$ cat config.mk
export PLATFORM = sky130hd
export DESIGN_NAME = sertx_brk
export DESIGN_NICKNAME = d
export VERILOG_FILES = /design/src/rtl/sertx_pkg.sv /design/src/rtl/sertx_ctrl.sv /design/src/rtl/sertx_dpath.sv /design/src/rtl/sertx_brk.sv
export SDC_FILE = /design/constraint.sdc
export NUM_CORES = 1
export LEC_CHECK = 0
export BUFFER_PORTS_ARGS = -buffer_cell sky130_fd_sc_hd__buf_2
export CAP_MARGIN = 10
export CORE_MARGIN = 4
export CORE_UTILIZATION = 54
export CTS_BUF_LIST = sky130_fd_sc_hd__clkbuf_4 sky130_fd_sc_hd__clkbuf_8 sky130_fd_sc_hd__clkbuf_16
export DETAILED_ROUTE_END_ITERATION = 8
export PLACE_DENSITY = 0.78
export SETUP_SLACK_MARGIN = 0.4
export SLEW_MARGIN = 15
export SYNTH_ARGS = -nofsm -noshare
export SYNTH_HDL_FRONTEND = slang
export SYNTH_HIERARCHICAL = 1
export SYNTH_SLANG_ARGS = --single-unit
$ cat constraint.sdc
create_clock -name clk -period 2.3 [get_ports clk]
set_input_delay 0.115 -clock clk [delete_from_list [all_inputs] [get_ports clk]]
set_output_delay 0.115 -clock clk [all_outputs]
set_load 0.01 [all_outputs]
$ cat src/rtl/sertx_pkg.sv
package sertx_pkg;
  typedef struct packed {
    logic load;
    logic shiftOut;
    logic clkFall;
    logic clkRise;
    logic finish;
    logic abort;
    logic syncMode;
  } txStrobes_t;

  typedef enum logic [1:0] {
    ST_IDLE  = 2'd0,
    ST_ASYNC = 2'd1,
    ST_SYNC  = 2'd2
  } txState_e;
endpackage

$ cat src/rtl/sertx_ctrl.sv
module sertx_ctrl
  import sertx_pkg::*;
#(
  parameter int DATA_W = 8
) (
  input  logic       clk,
  input  logic       rstN,
  input  logic       ctrlWr,
  input  logic       ctrlTxEn,
  input  logic       ctrlRxEn,
  input  logic       ctrlSync,
  input  logic       bitTick,
  input  logic       tdrEmpty,
  input  logic       errAny,
  output logic       txEn,
  output logic       rxEn,
  output logic       syncMode,
  output logic       busy,
  output txStrobes_t stb
);
  localparam int FRAME_W = DATA_W + 2;
  localparam int CNT_W   = $clog2(FRAME_W);
  localparam logic [CNT_W-1:0] ASYNC_LAST = CNT_W'(FRAME_W - 1);
  localparam logic [CNT_W-1:0] SYNC_LAST  = CNT_W'(DATA_W - 1);

  txState_e         state;
  logic [CNT_W-1:0] bitCnt;
  logic             phase;
  logic             txEnNxt;
  logic             startOk;

  assign txEnNxt = ctrlWr ? ctrlTxEn : txEn;
  assign busy    = (state != ST_IDLE);
  assign startOk = (state == ST_IDLE) && txEn && txEnNxt && !tdrEmpty
                   && !(syncMode && errAny);

  always_ff @(posedge clk or negedge rstN) begin
    if (!rstN) begin
      txEn     <= 1'b0;
      rxEn     <= 1'b0;
      syncMode <= 1'b0;
    end else if (ctrlWr) begin
      txEn     <= ctrlTxEn;
      rxEn     <= ctrlRxEn;
      syncMode <= ctrlSync;
    end
  end

  always_comb begin
    stb          = '0;
    stb.syncMode = syncMode;
    if (!txEnNxt) begin
      stb.abort = 1'b1;
    end else begin
      case (state)
        ST_IDLE:  stb.load = startOk;
        ST_ASYNC: if (bitTick) begin
          if (bitCnt == ASYNC_LAST) stb.finish = 1'b1;
          else                      stb.shiftOut = 1'b1;
        end
        ST_SYNC: if (bitTick) begin
          if (!phase) begin
            stb.clkFall  = 1'b1;
            stb.shiftOut = 1'b1;
          end else begin
            stb.clkRise = 1'b1;
            if (bitCnt == SYNC_LAST) stb.finish = 1'b1;
          end
        end
        default: stb.abort = 1'b1;
      endcase
    end
  end

  always_ff @(posedge clk or negedge rstN) begin
    if (!rstN) begin
      state  <= ST_IDLE;
      bitCnt <= '0;
      phase  <= 1'b0;
    end else if (stb.abort || stb.finish) begin
      state  <= ST_IDLE;
      bitCnt <= '0;
      phase  <= 1'b0;
    end else if (stb.load) begin
      state  <= syncMode ? ST_SYNC : ST_ASYNC;
      bitCnt <= '0;
      phase  <= 1'b0;
    end else if (state == ST_ASYNC && stb.shiftOut) begin
      bitCnt <= bitCnt + 1'b1;
    end else if (state == ST_SYNC) begin
      if (stb.clkFall) phase <= 1'b1;
      if (stb.clkRise) begin
        phase  <= 1'b0;
        bitCnt <= bitCnt + 1'b1;
      end
    end
  end


  abort_idle_chk: assert property (@(posedge clk) disable iff (!rstN)
    (busy && !txEnNxt) |=> !busy);


  err_block_chk: assert property (@(posedge clk) disable iff (!rstN)
    (state == ST_IDLE && syncMode && errAny) |=> (state == ST_IDLE));


  start_needs_data_chk: assert property (@(posedge clk) disable iff (!rstN)
    (state == ST_IDLE && tdrEmpty) |=> (state == ST_IDLE));
endmodule

$ cat src/rtl/sertx_dpath.sv
module sertx_dpath
  import sertx_pkg::*;
#(
  parameter int DATA_W = 8,
  parameter int ERR_W  = 3
) (
  input  logic              clk,
  input  logic              rstN,
  input  txStrobes_t        stb,
  input  logic              txEn,
  input  logic              tdrWr,
  input  logic [DATA_W-1:0] tdrData,
  input  logic              portWr,
  input  logic              portDat,
  input  logic              portDir,
  input  logic [ERR_W-1:0]  errSet,
  input  logic [ERR_W-1:0]  errClr,
  output logic              tdrEmpty,
  output logic [ERR_W-1:0]  errFlags,
  output logic              pinOut,
  output logic              pinOe,
  output logic              sclkOut
);
  logic [DATA_W-1:0] tdrReg;
  logic [DATA_W:0]   shReg;
  logic              lineReg;
  logic              portDatReg;
  logic              portDirReg;

  always_ff @(posedge clk or negedge rstN) begin
    if (!rstN) begin
      portDatReg <= 1'b0;
      portDirReg <= 1'b0;
    end else if (portWr) begin
      portDatReg <= portDat;
      portDirReg <= portDir;
    end
  end

  always_ff @(posedge clk or negedge rstN) begin
    if (!rstN) begin
      tdrReg   <= '0;
      tdrEmpty <= 1'b1;
    end else if (tdrWr) begin
      tdrReg   <= tdrData;
      tdrEmpty <= 1'b0;
    end else if (stb.load) begin
      tdrEmpty <= 1'b1;
    end
  end

  generate
    for (genvar i = 0; i < ERR_W; i++) begin : g_err
      always_ff @(posedge clk or negedge rstN) begin
        if (!rstN)          errFlags[i] <= 1'b0;
        else if (errSet[i]) errFlags[i] <= 1'b1;
        else if (errClr[i]) errFlags[i] <= 1'b0;
      end
    end
  endgenerate

  always_ff @(posedge clk or negedge rstN) begin
    if (!rstN) begin
      shReg   <= '1;
      lineReg <= 1'b1;
      sclkOut <= 1'b1;
    end else if (stb.abort || stb.finish) begin
      shReg   <= '1;
      lineReg <= 1'b1;
      sclkOut <= 1'b1;
    end else if (stb.load) begin
      shReg   <= {1'b1, tdrReg};
      lineReg <= stb.syncMode;
      sclkOut <= 1'b1;
    end else begin
      if (stb.shiftOut) begin
        lineReg <= shReg[0];
        shReg   <= {1'b1, shReg[DATA_W:1]};
      end
      if (stb.clkFall) sclkOut <= 1'b0;
      if (stb.clkRise) sclkOut <= 1'b1;
    end
  end

  assign pinOut = txEn ? lineReg : portDatReg;
  assign pinOe  = txEn ? 1'b1    : portDirReg;


  start_bit_chk: assert property (@(posedge clk) disable iff (!rstN)
    (stb.load && !stb.syncMode && !stb.abort) |=> !lineReg);


  load_empty_chk: assert property (@(posedge clk) disable iff (!rstN)
    (stb.load && !tdrWr) |=> tdrEmpty);


  err_hold_chk: assert property (@(posedge clk) disable iff (!rstN)
    (errSet == '0 && errClr == '0) |=> $stable(errFlags));
endmodule

$ cat src/rtl/sertx_brk.sv
module sertx_brk
  import sertx_pkg::*;
#(
  parameter int DATA_W = 8,
  parameter int ERR_W  = 3
) (
  input  logic              clk,
  input  logic              rstN,
  input  logic              ctrlWr,
  input  logic              ctrlTxEn,
  input  logic              ctrlRxEn,
  input  logic              ctrlSync,
  input  logic              tdrWr,
  input  logic [DATA_W-1:0] tdrData,
  input  logic              portWr,
  input  logic              portDat,
  input  logic              portDir,
  input  logic [ERR_W-1:0]  errSet,
  input  logic [ERR_W-1:0]  errClr,
  input  logic              bitTick,
  output logic              pinOut,
  output logic              pinOe,
  output logic              sclkOut,
  output logic              busy,
  output logic              tdrEmpty,
  output logic              txEnd,
  output logic [ERR_W-1:0]  errFlags,
  output logic              rxEnOut
);
  txStrobes_t stb;
  logic       txEn;
  logic       syncMode;

  sertx_ctrl #(.DATA_W(DATA_W)) u_ctrl (
    .clk      (clk),
    .rstN     (rstN),
    .ctrlWr   (ctrlWr),
    .ctrlTxEn (ctrlTxEn),
    .ctrlRxEn (ctrlRxEn),
    .ctrlSync (ctrlSync),
    .bitTick  (bitTick),
    .tdrEmpty (tdrEmpty),
    .errAny   (|errFlags),
    .txEn     (txEn),
    .rxEn     (rxEnOut),
    .syncMode (syncMode),
    .busy     (busy),
    .stb      (stb)
  );

  sertx_dpath #(.DATA_W(DATA_W), .ERR_W(ERR_W)) u_dpath (
    .clk      (clk),
    .rstN     (rstN),
    .stb      (stb),
    .txEn     (txEn),
    .tdrWr    (tdrWr),
    .tdrData  (tdrData),
    .portWr   (portWr),
    .portDat  (portDat),
    .portDir  (portDir),
    .errSet   (errSet),
    .errClr   (errClr),
    .tdrEmpty (tdrEmpty),
    .errFlags (errFlags),
    .pinOut   (pinOut),
    .pinOe    (pinOe),
    .sclkOut  (sclkOut)
  );

  assign txEnd = !busy && tdrEmpty;


  idle_mark_chk: assert property (@(posedge clk) disable iff (!rstN)
    (txEn && !busy) |-> (pinOe && pinOut));


  async_sclk_chk: assert property (@(posedge clk) disable iff (!rstN)
    (!syncMode) |-> sclkOut);
endmodule

==> Yosys cells after proc, flatten, opt, wreduce, memory -nomap -nowiden <==
Cells that the tools add are included.
W data, S select, Z words.
{ "word_totals": {"out_inout_bits": 10, "register_bits": 35, "wordCells": 99} }
{ "classes": {"reduce_logical": 27, "n_addsub": 1, "n_mux": 50, "eq_ne": 5} }
{ "ops": {"columns": ["cell", "count"], "rows": [
  ["$mux W1", 32],
  ["$mux W9", 3],
  ["$mux W4", 6],
  ["$mux W2", 6],
  ["$reduce_bool A2 Y1", 6],
  ["$reduce_bool A4 Y1", 3],
  ["$logic_and A1 B1 Y1", 7],
  ["$reduce_bool A3 Y1", 2],
  ["$reduce_or A3 Y1", 2],
  ["$mux W5", 1],
  ["$add A4 B1 Y4 const B", 1],
  ["$eq A4 B3 Y1 const B", 1],
  ["$eq A4 B4 Y1 const B", 1],
  ["$pmux W1 S2", 2],
  ["$logic_not A1 Y1", 3],
  ["$ne A3 B2 Y1 const B", 1],
  ["$reduce_and A3 Y1", 1],
  ["$eq A2 B1 Y1 const B", 1],
  ["$eq A2 B2 Y1 const B", 1],
  ["$logic_not A2 Y1", 1],
  ["$reduce_and A2 Y1", 1],
  ["$logic_or A1 B1 Y1", 1]
]} }

==> Logic depth before layout (Yosys ltp) <==
{ "logic_depth": {"depth_word": 13, "mapped_depth": 8, "depth_no_buf": 7} }

==> Modules after synthesis <==
Netlist, hierarchy kept.
{ "modules_own_cells": {"columns": ["module", "area_per_inst_um2", "n_inst", "cells_each", "seq_area_each_um2"], "rows": [
  ["sertx_dpath", 1009.7, 1, 71, 614.3],
  ["sertx_ctrl", 754.5, 1, 74, 250.2],
  ["sertx_brk", 12.5, 1, 2, 0.0]
]} }

==> Worst setup path after synthesis <==
No wires, ideal clock.
{ "synth_timing": {"path_type": "reg2reg", "start": "register u_dpath.errFlags[1]", "end": "register u_dpath.lineReg", "arrival_ps": 1780, "path_slack_ps": 427, "path_stages_with_launch": 7, "t_required_ps": 2206, "setup_ps": 94, "cell_sequence": "dfrtp_1 > or3_1 > nand2_1 > and4_4 > or3b_1 > buf_6 > a2bb2oi_1"} }
{ "synth_lines": {"columns": ["element", "line_no", "text"], "rows": [
  ["start, declared", "sertx_dpath.sv:19", "output logic [ERR_W-1:0] errFlags,"],
  ["start signal, assigned by index", "sertx_dpath.sv:55", "if (!rstN) errFlags[i] <= 1'b0;"],
  ["start signal, assigned by index", "sertx_dpath.sv:56", "else if (errSet[i]) errFlags[i] <= 1'b1;"],
  ["start signal, assigned by index", "sertx_dpath.sv:57", "else if (errClr[i]) errFlags[i] <= 1'b0;"],
  ["end signal, assigned", "sertx_dpath.sv:73", "lineReg <= stb.syncMode;"],
  ["end signal, assigned", "sertx_dpath.sv:77", "lineReg <= shReg[0];"],
  ["end, declared", "sertx_dpath.sv:26", "logic lineReg;"]
]} }

==> out/qor.csv <==
metric,value,unit
largest net degree at the start of global routing,35,
Syn Nets,178,
"EDFF count, synth",0,
critical path's top delay family,simple AND/OR/NAND/NOR gates,
DP HPWL,2.75,mm
Area Growth Syn to Fin,26.7,%
wire per inst,16.0,µm
CTS tree,built,
Sinks on Clock Net,34,
Crit path arrival time,2.09,ns
Post-Synth XOR/XNOR Area,0,%
Worst-Skew Late Latency,0.33,ns
placed cells,222,
Die Ht,65.4,µm
Max-slew headroom,50.9,%
first-pass GRT wire length,6.37,mm
Synth Area in Compound Gates,11.6,%
Post-Syn Area,1780,µm²
# IOs,35,
adder-cell area share of the yosys netlist,4.23,%
most common cell in the synthesized netlist,dfrtp_1,
async set or reset register ratio after synthesis,100,%
Register-to-Register Path Depth,6,
die width,65.4,µm
"Top FF cell, synth",dfrtp_1,
DR vias/cell,5.45,
die outline area,4270,µm²
Nets,231,
crit-path cells,ha_1 > and3_1 > a32oi_2 > nor2_2 > or3b_4 > a2bb2oi_1,
Core Box Area,3100,µm²
Residual DRC,0,
"top cells by area, synth","dfrtp_1 32%, dfstp_2 16%, mux2_2 8.2%, mux2i_1 6.2%, ha_1 4.2%",
vias in the first global route,1411,
Ant. Diodes,0,
maximum clock rate,545,MHz
CP peak stage delay,0.44,ns
largest family of logic cells by synthesized area,multiplexers,
setup violators final,0,
H-Tree Depth,2,
period utilisation layout,79.7,%
Final Hold Fails,0,
critical path required time,2.56,ns
Hold Crit Class,in2reg,
row cnt,20,
max-slew violation count,0,
Final Skew,0.0133,ns
first drt pass iteration count,4,
CTS root buf,clkbuf_4,
Slowest cell on crit path,dfrtp_1,
Post-Route WL,3.91,mm
initial antenna violation count,0,
worst hold stages,2,
routability congestion estimate,0.839,
layout cell share with drive strength beyond 1,44.8,%
Yosys cell types,45,
Worst-path clk slew,0.10,ns
Syn Area/Cell,12.1,µm²
Port Buffer Count,34,
Final ANT Viol Nets,0,
number of buffers created by CTS,5,
total congestion overflow,0,
number of max-cap violations,0,
"Cell Count, Final, Fillers Out",245,
"Seq/Total Area, Yosys",48.7,%
status,"finished, final reports clean",
worst-margin pin slew,0.737,ns
sum of buffers and inverters on the critical path,0,
crit start category,register,
Worst Setup End Kind,register,
Stages on worst setup path,6,
Starting Density,57.3,%
"FF+latch count, synth",34,
critical-path maximum fanout,8,
Post-Route Setup TNS,0,ns
yosys warns,6,
Syn Inst Count,147,
vias after detailed routing,1335,
1st-iter DRT viols,50,
Leak Pwr,0.00103,µW
post-synthesis mux area share,16.5,%
Synth top cells by count,"23 x dfrtp_1, 13 x mux2_2, 11 x dfstp_2, 11 x mux2i_1",
maximum root-to-sink buffer count,2,
Crit Path Class,reg2reg,
power per cell area,624,nW/µm²
unrepaired setup endpoints after global routing,no,
VDD IR max,361,µV
"area leader, netlist",dfrtp_1,
Simple-Gate Fraction of Synth Area,15.1,%
share of the synthesized area in the top cell type,32.4,%
post-layout min period,1.83,ns
overall routing resource usage,19.6,%
-- power breakdown --
part	switching [µW]	internal (µW)	total, µW
sequential	34.1	648	682
combinational	117	130	247
clock	203	272	475
total	354	1050	1400
-- final timing paths --
check                                        startpoint                            end  slack (ns)
max                        u_ctrl/bitCnt[0]$_DFFE_PN0P_   u_dpath/shReg[4]$_DFFE_PN1P_        0.47
min                                          tdrData[1]  u_dpath/tdrReg[1]$_DFFE_PN0P_        0.02
max reg2reg                u_ctrl/bitCnt[0]$_DFFE_PN0P_   u_dpath/shReg[4]$_DFFE_PN1P_        0.47
min reg2reg                 u_dpath/sclkOut$_DFFE_PN1P_    u_dpath/sclkOut$_DFFE_PN1P_        0.51
max in group asynchronous                          rstN       u_ctrl/phase$_DFFE_PN0P_        1.46
min in group asynchronous                          rstN   u_ctrl/bitCnt[2]$_DFFE_PN0P_        0.37
-- final cells by class --
type	count	area, µm²
multi-input cells	99	875
fillers	234	852
flip-flops and latches	34	865
clock buffers	7	58.8
clock inverters	1	30.0
well taps	44	55.1
repair buffers	50	328
inverters	10	40.0
-- state kept, by name (all words and copies together), names as in the netlist, 2 cells and up --
signal / cells
u_ctrl/bitCnt: 4
u_dpath/shReg: 8
u_dpath/errFlags: 3
u_dpath/tdrReg: 8
u_ctrl/state: 2
-- per-stage QoR --
stage	instance area, µm²	hold WS (ns)	power [µW]	utilization [%]	setup WS (ns)
global route	2250	0.00862	1460	72.5	0.407
finish	2250	0.0179	1400	72.5	0.466
global placement	1980	0.208	884	63.8	0.356
floorplan	1780	-0.181	819	-	0.427
CTS	2170	0.00301	1380	69.9	0.426
detailed placement	1980	0.215	897	63.8	0.229
-- what timing repair did --
action                                  4_1_cts  5_1_grt
hold buffers                                  8        2
hold endpoints to repair                     30        2
pin swaps                                     1        2
setup buffers                                 1        4
gates resized for setup                       3        5
endpoints found under the setup margin        9        9
-- placed cells by master, fill, tap and decap left out, drive strengths merged, types with 2 or more instances in the layout --
cell,netlist,layout
mux2,14,14
a2bb2oi,8,8
nand2,4,4
nor2b,4,4
dfrtp,23,23
dlygate4sd3,0,10
o21ai,2,2
ha,6,6
dfstp,11,11
buf,4,40
nand3,5,5
mux2i,12,12
nand3b,3,3
clkbuf,0,7
nor3,6,6
nor2,8,8
a21oi,3,3
and3,2,2
nand2b,3,3
inv,10,10
a21o,3,3
-- metal layers --
metal	wire length (µm)	GRT usage (%)	share of wire, %	vias up
li1	-	-	-	636
met5	0	0	0	-
met3	158	4.44	4.0	6
met4	39	6.22	1.0	0
met2	2060	36.0	53	37
met1	1660	22.4	42	656
-- kinds of logic (layout without fill, tap and decap cells) --
logic type	Yosys count	in the layout
AND/OR/NAND/NOR	43	43
flip-flops	34	34
multiplexers	26	26
AO/OA/AOI/OAI	24	24
buffers and inverters	14	68
adder cells (fa/ha/maj)	6	6
No activity file was read; power rests on OpenSTA's default activity.
